$ cat config.mk
export PLATFORM = sky130hd
export DESIGN_NAME = ddr_init_seq
export DESIGN_NICKNAME = d
export VERILOG_FILES = /design/src/rtl/ddr_init_pkg.sv /design/src/rtl/ddr_init_wait.sv /design/src/rtl/ddr_init_dll_timer.sv /design/src/rtl/ddr_init_cmd_enc.sv /design/src/rtl/ddr_init_seq.sv
export SDC_FILE = /design/constraint.sdc
export NUM_CORES = 1
export LEC_CHECK = 0
export BUFFER_PORTS_ARGS = -buffer_cell sky130_fd_sc_hd__buf_2
export CORE_UTILIZATION = 28
export CTS_CLUSTER_DIAMETER = 40
export DETAILED_ROUTE_END_ITERATION = 8
export PLACE_DENSITY_LB_ADDON = 0.12
export SLEW_MARGIN = 20
export SYNTH_ARGS = -nofsm -noshare
export SYNTH_HDL_FRONTEND = slang
export SYNTH_SLANG_ARGS = --single-unit
export TNS_END_PERCENT = 5
$ cat constraint.sdc
create_clock -name clk -period 5 [get_ports clk]
set_input_delay 0 -clock clk [delete_from_list [all_inputs] [get_ports clk]]
set_output_delay 0 -clock clk [all_outputs]
set_load 0.05 [all_outputs]
$ cat src/rtl/ddr_init_pkg.sv
package ddr_init_pkg;

  typedef enum logic [2:0] {
    CMD_DESEL,
    CMD_NOP,
    CMD_PRE,
    CMD_REF,
    CMD_LMR
  } cmd_e;

  typedef enum logic [2:0] {
    STP_PRE0,
    STP_EMR,
    STP_MR_DLL,
    STP_PRE1,
    STP_REF0,
    STP_REF1,
    STP_MR_FIN
  } step_e;

  typedef enum logic [2:0] {
    ST_CKE_LOW,
    ST_LEAD,
    ST_ISSUE,
    ST_GAP,
    ST_DONE
  } state_e;

endpackage

$ cat src/rtl/ddr_init_wait.sv
module ddr_init_wait #(
  parameter int CW      = 8,
  parameter int RST_VAL = 0
) (
  input  logic          clk,
  input  logic          rst,
  input  logic          load,
  input  logic [CW-1:0] load_val,
  output logic          zero
);

  logic [CW-1:0] cnt_q;

  always_ff @(posedge clk) begin
    if (rst)
      cnt_q <= CW'(RST_VAL);
    else if (load)
      cnt_q <= load_val;
    else if (cnt_q != '0)
      cnt_q <= cnt_q - 1'b1;
  end

  assign zero = (cnt_q == '0);

  // a fresh gap is only loaded once the previous wait has fully elapsed
  p_load_when_idle_r4: assert property (@(posedge clk) disable iff (rst)
    load |-> zero);

endmodule

$ cat src/rtl/ddr_init_dll_timer.sv
module ddr_init_dll_timer #(
  parameter int DLL_CYC = 200
) (
  input  logic clk,
  input  logic rst,
  input  logic start,
  output logic expired
);

  localparam int CW = $clog2(DLL_CYC + 1);
  localparam logic [CW-1:0] LIM = CW'(DLL_CYC - 1);

  logic          active_q;
  logic [CW-1:0] cnt_q;

  always_ff @(posedge clk) begin
    if (rst) begin
      active_q <= 1'b0;
      cnt_q    <= '0;
    end else if (start) begin
      active_q <= 1'b1;
      cnt_q    <= '0;
    end else if (active_q && cnt_q != LIM) begin
      cnt_q <= cnt_q + 1'b1;
    end
  end

  assign expired = active_q && (cnt_q == LIM);

  // once the lock window has run out it stays out until a new start
  p_expire_hold_r10: assert property (@(posedge clk) disable iff (rst)
    (expired && !start) |=> expired);

endmodule

$ cat src/rtl/ddr_init_cmd_enc.sv
module ddr_init_cmd_enc
  import ddr_init_pkg::*;
#(
  parameter int ROW_W   = 13,
  parameter int BA_W    = 2,
  parameter int PRE_BIT = 10
) (
  input  logic             clk,
  input  logic             rst,
  input  logic             cke_d,
  input  cmd_e             cmd_d,
  input  logic [BA_W-1:0]  ba_d,
  input  logic [ROW_W-1:0] addr_d,
  input  logic             done_d,
  input  logic             rd_d,
  output logic             cke,
  output logic             cs_n,
  output logic             ras_n,
  output logic             cas_n,
  output logic             we_n,
  output logic [BA_W-1:0]  ba,
  output logic [ROW_W-1:0] addr,
  output logic             init_done,
  output logic             read_ok
);

  function automatic logic [3:0] pins_of(cmd_e c);
    case (c)
      CMD_NOP: pins_of = 4'b0111;
      CMD_PRE: pins_of = 4'b0010;
      CMD_REF: pins_of = 4'b0001;
      CMD_LMR: pins_of = 4'b0000;
      default: pins_of = 4'b1111;
    endcase
  endfunction

  always_ff @(posedge clk) begin
    if (rst) begin
      cke                      <= 1'b0;
      {cs_n, ras_n, cas_n, we_n} <= 4'b1111;
      ba                       <= '0;
      addr                     <= '0;
      init_done                <= 1'b0;
      read_ok                  <= 1'b0;
    end else begin
      cke                      <= cke_d;
      {cs_n, ras_n, cas_n, we_n} <= pins_of(cmd_d);
      ba                       <= ba_d;
      addr                     <= addr_d;
      init_done                <= done_d;
      read_ok                  <= rd_d;
    end
  end

  logic is_cmd;
  assign is_cmd = !cs_n && !(ras_n && cas_n && we_n);

  p_cke_low_desel_r2: assert property (@(posedge clk) disable iff (rst)
    !cke |-> cs_n);

  p_one_cycle_cmd_r3: assert property (@(posedge clk) disable iff (rst)
    is_cmd |=> (!cs_n && ras_n && cas_n && we_n));

  p_pre_a10_r5: assert property (@(posedge clk) disable iff (rst)
    (!cs_n && !ras_n && cas_n && !we_n) |-> (addr[PRE_BIT] && ba == '0));

  p_done_hold_r9: assert property (@(posedge clk) disable iff (rst)
    init_done |=> init_done);

  p_read_gate_r10: assert property (@(posedge clk) disable iff (rst)
    read_ok |-> init_done);

  p_idle_after_done_r11: assert property (@(posedge clk) disable iff (rst)
    init_done |-> (cke && !is_cmd));

endmodule

$ cat src/rtl/ddr_init_seq.sv
module ddr_init_seq
  import ddr_init_pkg::*;
#(
  parameter int ROW_W       = 13,
  parameter int BA_W        = 2,
  parameter int STABLE_CYC  = 25000,
  parameter int T_RP        = 3,
  parameter int T_MRD       = 2,
  parameter int T_RFC       = 10,
  parameter int DLL_CYC     = 200,
  parameter int DLL_RST_BIT = 8,
  parameter int PRE_BIT     = 10
) (
  input  logic             clk,
  input  logic             rst,
  input  logic [ROW_W-1:0] mode_cfg,
  input  logic             drive_reduced,
  output logic             cke,
  output logic             cs_n,
  output logic             ras_n,
  output logic             cas_n,
  output logic             we_n,
  output logic [BA_W-1:0]  ba,
  output logic [ROW_W-1:0] addr,
  output logic             init_done,
  output logic             read_ok
);

  localparam int MAX_GAP = (T_RFC > T_RP) ? ((T_RFC > T_MRD) ? T_RFC : T_MRD)
                                          : ((T_RP > T_MRD) ? T_RP : T_MRD);
  localparam int MAX_V   = (STABLE_CYC > MAX_GAP) ? STABLE_CYC : MAX_GAP;
  localparam int CW      = $clog2(MAX_V + 1);
  localparam logic [BA_W-1:0] BA_EXT  = BA_W'(1);
  localparam logic [BA_W-1:0] BA_BASE = '0;

  state_e           state_q;
  step_e            step_q;
  logic [ROW_W-1:0] cfg_q;
  logic             drv_q;
  logic             wait_zero;
  logic             dll_expired;

  cmd_e             step_cmd;
  logic [BA_W-1:0]  step_ba;
  logic [ROW_W-1:0] step_addr;
  logic [CW-1:0]    step_gap;

  cmd_e             cmd_d;
  logic [BA_W-1:0]  ba_d;
  logic [ROW_W-1:0] addr_d;
  logic             done_d;

  // sequence control
  always_ff @(posedge clk) begin
    if (rst) begin
      state_q <= ST_CKE_LOW;
      step_q  <= STP_PRE0;
      cfg_q   <= '0;
      drv_q   <= 1'b0;
    end else begin
      case (state_q)
        ST_CKE_LOW: if (wait_zero) begin
          state_q <= ST_LEAD;
          cfg_q   <= mode_cfg;
          drv_q   <= drive_reduced;
        end
        ST_LEAD:  state_q <= ST_ISSUE;
        ST_ISSUE: state_q <= ST_GAP;
        ST_GAP: if (wait_zero) begin
          if (step_q == STP_MR_FIN) begin
            state_q <= ST_DONE;
          end else begin
            step_q  <= step_e'(step_q + 3'd1);
            state_q <= ST_ISSUE;
          end
        end
        default: state_q <= ST_DONE;
      endcase
    end
  end

  // what each step puts on the bus and how long it must settle
  always_comb begin
    step_cmd  = CMD_NOP;
    step_ba   = '0;
    step_addr = '0;
    step_gap  = CW'(T_MRD);
    case (step_q)
      STP_PRE0, STP_PRE1: begin
        step_cmd           = CMD_PRE;
        step_addr[PRE_BIT] = 1'b1;
        step_gap           = CW'(T_RP);
      end
      STP_EMR: begin
        step_cmd     = CMD_LMR;
        step_ba      = BA_EXT;
        step_addr[1] = drv_q;
      end
      STP_MR_DLL: begin
        step_cmd               = CMD_LMR;
        step_ba                = BA_BASE;
        step_addr              = cfg_q;
        step_addr[DLL_RST_BIT] = 1'b1;
      end
      STP_REF0, STP_REF1: begin
        step_cmd = CMD_REF;
        step_gap = CW'(T_RFC);
      end
      STP_MR_FIN: begin
        step_cmd               = CMD_LMR;
        step_ba                = BA_BASE;
        step_addr              = cfg_q;
        step_addr[DLL_RST_BIT] = 1'b0;
      end
      default: ;
    endcase
  end

  always_comb begin
    cmd_d  = (state_q == ST_CKE_LOW) ? CMD_DESEL : CMD_NOP;
    ba_d   = '0;
    addr_d = '0;
    if (state_q == ST_ISSUE) begin
      cmd_d  = step_cmd;
      ba_d   = step_ba;
      addr_d = step_addr;
    end
  end

  assign done_d = (state_q == ST_DONE);

  ddr_init_wait #(
    .CW      (CW),
    .RST_VAL (STABLE_CYC - 1)
  ) u_wait (
    .clk      (clk),
    .rst      (rst),
    .load     (state_q == ST_ISSUE),
    .load_val (step_gap - 1'b1),
    .zero     (wait_zero)
  );

  ddr_init_dll_timer #(
    .DLL_CYC (DLL_CYC)
  ) u_dll (
    .clk     (clk),
    .rst     (rst),
    .start   (state_q == ST_ISSUE && step_q == STP_MR_DLL),
    .expired (dll_expired)
  );

  ddr_init_cmd_enc #(
    .ROW_W   (ROW_W),
    .BA_W    (BA_W),
    .PRE_BIT (PRE_BIT)
  ) u_enc (
    .clk       (clk),
    .rst       (rst),
    .cke_d     (state_q != ST_CKE_LOW),
    .cmd_d     (cmd_d),
    .ba_d      (ba_d),
    .addr_d    (addr_d),
    .done_d    (done_d),
    .rd_d      (done_d && dll_expired),
    .cke       (cke),
    .cs_n      (cs_n),
    .ras_n     (ras_n),
    .cas_n     (cas_n),
    .we_n      (we_n),
    .ba        (ba),
    .addr      (addr),
    .init_done (init_done),
    .read_ok   (read_ok)
  );

  // steps advance only through the gap state, never skipping ahead
  p_step_after_gap_r3: assert property (@(posedge clk) disable iff (rst)
    (state_q == ST_ISSUE) |=> (state_q == ST_GAP && $stable(step_q)));

  // sampled settings never move once the clock enable is up
  p_cfg_frozen_r8: assert property (@(posedge clk) disable iff (rst)
    (state_q != ST_CKE_LOW) |=> $stable(cfg_q) && $stable(drv_q));

  // the sequence cannot finish without the DLL window having started
  p_dll_started_r10: assert property (@(posedge clk) disable iff (rst)
    (state_q == ST_DONE) |-> (u_dll.active_q));

endmodule

# After elaboration in Yosys (flattened, before gate mapping)
# Cells that the tools add are included.
[op_classes]
n_addsub = 4
n_eq_ne = 18
muxes = 15
bitwise_logic = 3
n_reduce_logical = 20
[op_table]
columns = ["operator", "count"]
rows = [
  ["15-bit 2-to-1 mux", 2],
  ["15-bit by 1-bit subtractor with 15-bit output (second input constant)", 2],
  ["3-bit by 2-bit equality test with 1-bit output (second input constant)", 6],
  ["4-bit case mux with 4 select lines", 1],
  ["8-bit case mux with 2 select lines", 1],
  ["3-bit equality test (second input constant)", 5],
  ["15-bit zero test", 1],
  ["15-bit nonzero test", 1],
  ["3-bit 2-to-1 mux", 4],
  ["3-bit case mux with 4 select lines", 1],
  ["2-bit OR reduction", 5],
  ["3-bit by 1-bit equality test with 1-bit output (second input constant)", 3],
  ["3-bit case mux with 3 select lines", 1],
  ["8-bit by 1-bit adder with 8-bit output (second input constant)", 1],
  ["8-bit equality test (second input constant)", 1],
  ["8-bit != test (second input constant)", 1],
  ["4-bit case mux with 2 select lines", 1],
  ["3-bit zero test", 2],
  ["3-bit OR reduction", 2],
  ["1-bit logical AND", 4],
  ["2-bit by 1-bit != test with 1-bit output (second input constant)", 2],
  ["1-bit case mux with 2 select lines", 2],
  ["2-bit AND reduction", 2],
  ["3-bit by 1-bit adder with 3-bit output (second input constant)", 1],
  ["other kinds (5)", 8],
]
[totals]
ff_bits = 66
input_bits = 16

# Depth between registers and ports, before layout
[logic_depth]
word_depth = 6
ltp_mapped = 6
ltp_nobuf = 6

# Hierarchy
# Synthesis repeated with hierarchy kept, for this count alone.
[unflattened]
hier_cells = 335
hier_area_um2 = 2941.6
[by_module_without_submodules]
columns = ["module", "instances", "cells_each", "area_each_um2", "seq_area_each_um2"]
rows = [
  ["ddr_init_seq", 1, 127, 1008.5, 380.4],
  ["ddr_init_wait", 1, 106, 869.6, 300.3],
  ["ddr_init_cmd_enc", 1, 52, 633.1, 440.4],
  ["ddr_init_dll_timer", 1, 50, 430.4, 180.2],
]

# Least setup slack after synthesis
# Ideal clock, no wire load.
[synth_timing]
kind = "register to register"
start = "register u_wait.cnt_q[7]"
end = "register u_wait.cnt_q[1]"
setup_ns = 0.122
arrival_ns = 1.735
t_required_ns = 4.878
setup_slack_ns = 3.143
stages_incl_launch_ff = 6
path_buffers = 1
cell_sequence = "dfxtp_1 nor4_4 nand4_2 or4_1 buf_2 a311o_1"
[synth_via]
elab_chain_cells = 2
[synth_rtl]
columns = ["item", "line", "text"]
rows = [
  ["from (decl)", "ddr_init_wait.sv:12", "logic [CW-1:0] cnt_q;"],
  ["from (signal assigned)", "ddr_init_wait.sv:16", "cnt_q <= CW'(RST_VAL);"],
  ["from (signal assigned)", "ddr_init_wait.sv:18", "cnt_q <= load_val;"],
  ["from (signal assigned)", "ddr_init_wait.sv:20", "cnt_q <= cnt_q - 1'b1;"],
  ["15-bit nonzero test", "ddr_init_wait.sv:19", "else if (cnt_q != '0)"],
  ["2-bit nonzero test (no source line)", "--", ""],
]
# Every way passes these cells.
# A chain may end at the register's enable or synchronous reset.

# Worst setup path in the final report
# Same ends and word-level chain as after synthesis.

==> results by group <==
Power and ir drop
  • Combinational power share: 0.031
  • Leakage Power: around 1.3 nW
  • Net Switching: roughly 0.23 mW
  • Seq pwr share: 0.511
  • Switching portion of total power: 0.232
  • PD cells: ~300 nW/um^2
  • Peak supply drop: 0.149 mV
  • Internal power: 0.773 mW
  • Clock power frac: 0.457

Critical path
  • Crit start category: flop
  • CP arrival: between 2 and 3 ns
  • Family with the most delay on the worst path: simple AND/OR/NAND/NOR gates
  • Largest stage delay, worst path: approximately 0.79 ns
  • Instance count on the critical path: 4
  • Worst r2r src: u_wait.cnt_q[7]
  • WP data required: ~5.2 ns
  • Buf+Inv Stages, Crit Path: 0
  • R2R Path End: u_wait.cnt_q[1]
  • Critical path cell sequence: nor4_4, nand4_2, or4_1, a311o_1
  • Crit end category: flop
  • R2R setup slack: between 2 and 2.5 ns
  • Slowest-stage cell, CP: or4_1
  • Reg2Reg Depth: 4
  • Crit path kind: flop to flop
  • CP Max Fanout: 35

Global routing
  • Vias in the first global route: about 2100
  • Initial antenna violation count: 0
  • Largest net degree at the start of global routing: 40
  • Grt total ovfl: 0
  • First-pass GRT wire length: between 9000 and 10000 microns
  • All-Layer GR Usage: 0.129

Clock tree
  • Post-CTS setup buffers: 0
  • CTS resizes: 0
  • TritonCTS Buffers: 9
  • Clk Latency, worst-skew pair: 0.34 ns
  • CTS tree: built
  • CTS Root Cell: clkbuf_8
  • H-tree Lvls: 3
  • Worst-path clk slew: 0.08 ns
  • CTS Hold Bufs: 13
  • Clk buf depth: 2
  • # clock sinks: 64

Finish
  • Commonest non-fill, non-tap cell in the layout: dfxtp_1
  • Fill count: between 900 and 1000
  • Layout cells sized above 1: 0.181
  • Area Growth Syn to Fin: 22.7%
  • Fin util: 0.355
  • Nets: 366
  • Antenna Cells: 0
  • Commonest cells after routing, fill and taps aside: dfxtp_1, buf_2, nor2_1, a21oi_1, o21ai_0

Min path
  • Hold Crit Depth: 2
  • Worst Hold End: u_enc.cke
  • Hold Startpoint: rst
  • HP Class: input port to flop

Die
  • Core outline area: a little over 9000 sq um
  • Std-Cell Rows: 35
  • Starting Density: 0.289
  • Die Ht: between 90 and 100 microns
  • Top Ports: 38
  • Die area: 9990 sq um
  • Die width: 100 microns

Synth
  • Post-Syn Instances: between 300 and 400
  • Top_reg_cell synth: dfxtp_1
  • #FFs+latches synth: 64
  • FFs w/ async S/R, synth: 0
  • Seq/Total Area, Yosys: 0.477
  • Post-synth EDFFs: 0
  • Mapped Nets: between 300 and 400
  • Ys Warns: 0
  • Synth unique cells: 51
  • Mapped Area: ~2700 sq um
  • Syn Area/Cell: ~9 sq um

STA
  • Crit path time final: 2.69 ns
  • Max Clk Rate: between 300 and 400 MHz
  • Worst setup margin: 2.31 ns
  • Final worst path period share: 0.538
  • Final setup TNS: 0 ns
  • RSZ-0062 raised after global routing: false
  • Final Hold Fails: 0
  • Slew headroom: 0.497
  • Setup-failing EPs final: 0
  • Clk_skew: 0.0138 ns
  • Slew @ Worst Pin: ~0.75 ns
  • Fin. max-slew vios: 0

Placement
  • Gpl congestion: 0.689
  • Setup WS pre-CTS: between 2 and 2.5 ns
  • IO buf count: 35
  • DP HPWL: 3840 microns

Route
  • Iter 0 DRT Violations: 71
  • Drt pass-1 iters: 4
  • Antenna-violating nets left: 0
  • Wire length per cell: 12.4 microns
  • Via density per instance: roughly 4.6
  • Routed Wire Length: roughly 6000 microns
  • DRC Markers: 0
  • Vias: approximately 2200

Flow run
  • MaxCap Viol Count: 0

Outcome
  • Status: finished clean
layer usage:
metal,wire length (microns),part of all wire,GRT usage
met4,95,0.016,0.0645
met3,160,0.027,0.0272
met5,0,0,0
met1,2940,0.50,0.165
met2,2730,0.46,0.204
registers in the layout, summed over array words and instances, names as in the netlist, 3 cells and up:
register and cells:
u_enc.addr 13, u_dll.cnt_q 8, u_wait.cnt_q 15, step_q 3
cfg_q 12, state_q 3
worst reg2reg max path: stages (launching register included):
cell and delay, ns:
dfxtp_1 0.37, nor4_4 0.36, nand4_2 0.65, or4_1 0.79, a311o_1 0.40
cell families after synthesis:
family                     synth area share
and+or+nand+nor                       0.249
other                               0.00140
DFF                                   0.477
xor gates and xnor gates             0.0261
muxes                                0.0238
AOI/OAI and AO/OA                     0.144
adders and majority gates            0.0279
buffers and inverters                0.0508
synthesized netlist by cell type, types with 2 or more instances:
master | n | area (sq um)
or2_2 | 2 | 12.5
o21ai_0 | 21 | 105
clkbuf_1 | 14 | 52.6
nand4_1 | 6 | 37.5
or3_1 | 17 | 106
nor2_1 | 22 | 82.6
mux2i_1 | 3 | 30.0
xor2_1 | 7 | 61.3
o211ai_1 | 2 | 15.0
o21a_1 | 2 | 15.0
a21oi_1 | 22 | 110
nand2b_1 | 7 | 43.8
mux2_2 | 3 | 33.8
and2_1 | 11 | 68.8
nand2_1 | 14 | 52.6
a31oi_1 | 3 | 18.8
nand3_1 | 8 | 40.0
nor2b_1 | 2 | 12.5
nor3_1 | 9 | 45.0
a311o_1 | 3 | 30.0
dfxtp_1 | 64 | 1280
inv_1 | 18 | 67.6
and3_1 | 5 | 31.3
ha_1 | 6 | 75.1
nor3b_1 | 4 | 30.0
worst max-delay path by stage:
| stage | from | end | slack (ns) |
|---|---|---|---|
| CTS | u_wait.cnt_q[7] | u_wait.cnt_q[1] | 2.27 |
| detailed placement | u_wait.cnt_q[7] | u_wait.cnt_q[1] | 2.30 |
| global placement | u_wait.cnt_q[7] | u_wait.cnt_q[1] | 2.33 |
| finish | u_wait.cnt_q[7] | u_wait.cnt_q[1] | 2.31 |
| global route | u_wait.cnt_q[10] | step_q[2] | 2.02 |
| floorplan | u_wait.cnt_q[7] | u_wait.cnt_q[1] | 3.14 |
metrics by stage:
stage	area [sq um]	instances	total power, mW	hold WS (ns)
finish	3300	478	1.01	0.206
global route	3300	478	1.05	0.252
CTS	3300	478	1.03	0.201
detailed placement	2960	449	0.550	0.330
global placement	2960	449	0.551	0.325
floorplan	2690	301	0.542	0.151
power groups by stage:
stage	clock network, mW	logic, mW	registers, mW
2_1_floorplan	0	0.0159	0.526
3_3_place_gp	0	0.0245	0.526
3_5_place_dp	0	0.0241	0.526
4_1_cts	0.482	0.0320	0.514
5_1_grt	0.501	0.0351	0.515
6_report	0.460	0.0316	0.515
final cells by class:
type	count	area, sq um	share of cell area
clock inverter	6	67.6	0.0205
timing repair buffer	49	313	0.0949
tap	129	161	0.0490
sequential	64	1280	0.389
multi-input combinational	202	1270	0.385
clock buffer	10	138	0.0417
inverter	18	67.6	0.0205
No activity file was read; power rests on OpenSTA's default activity.
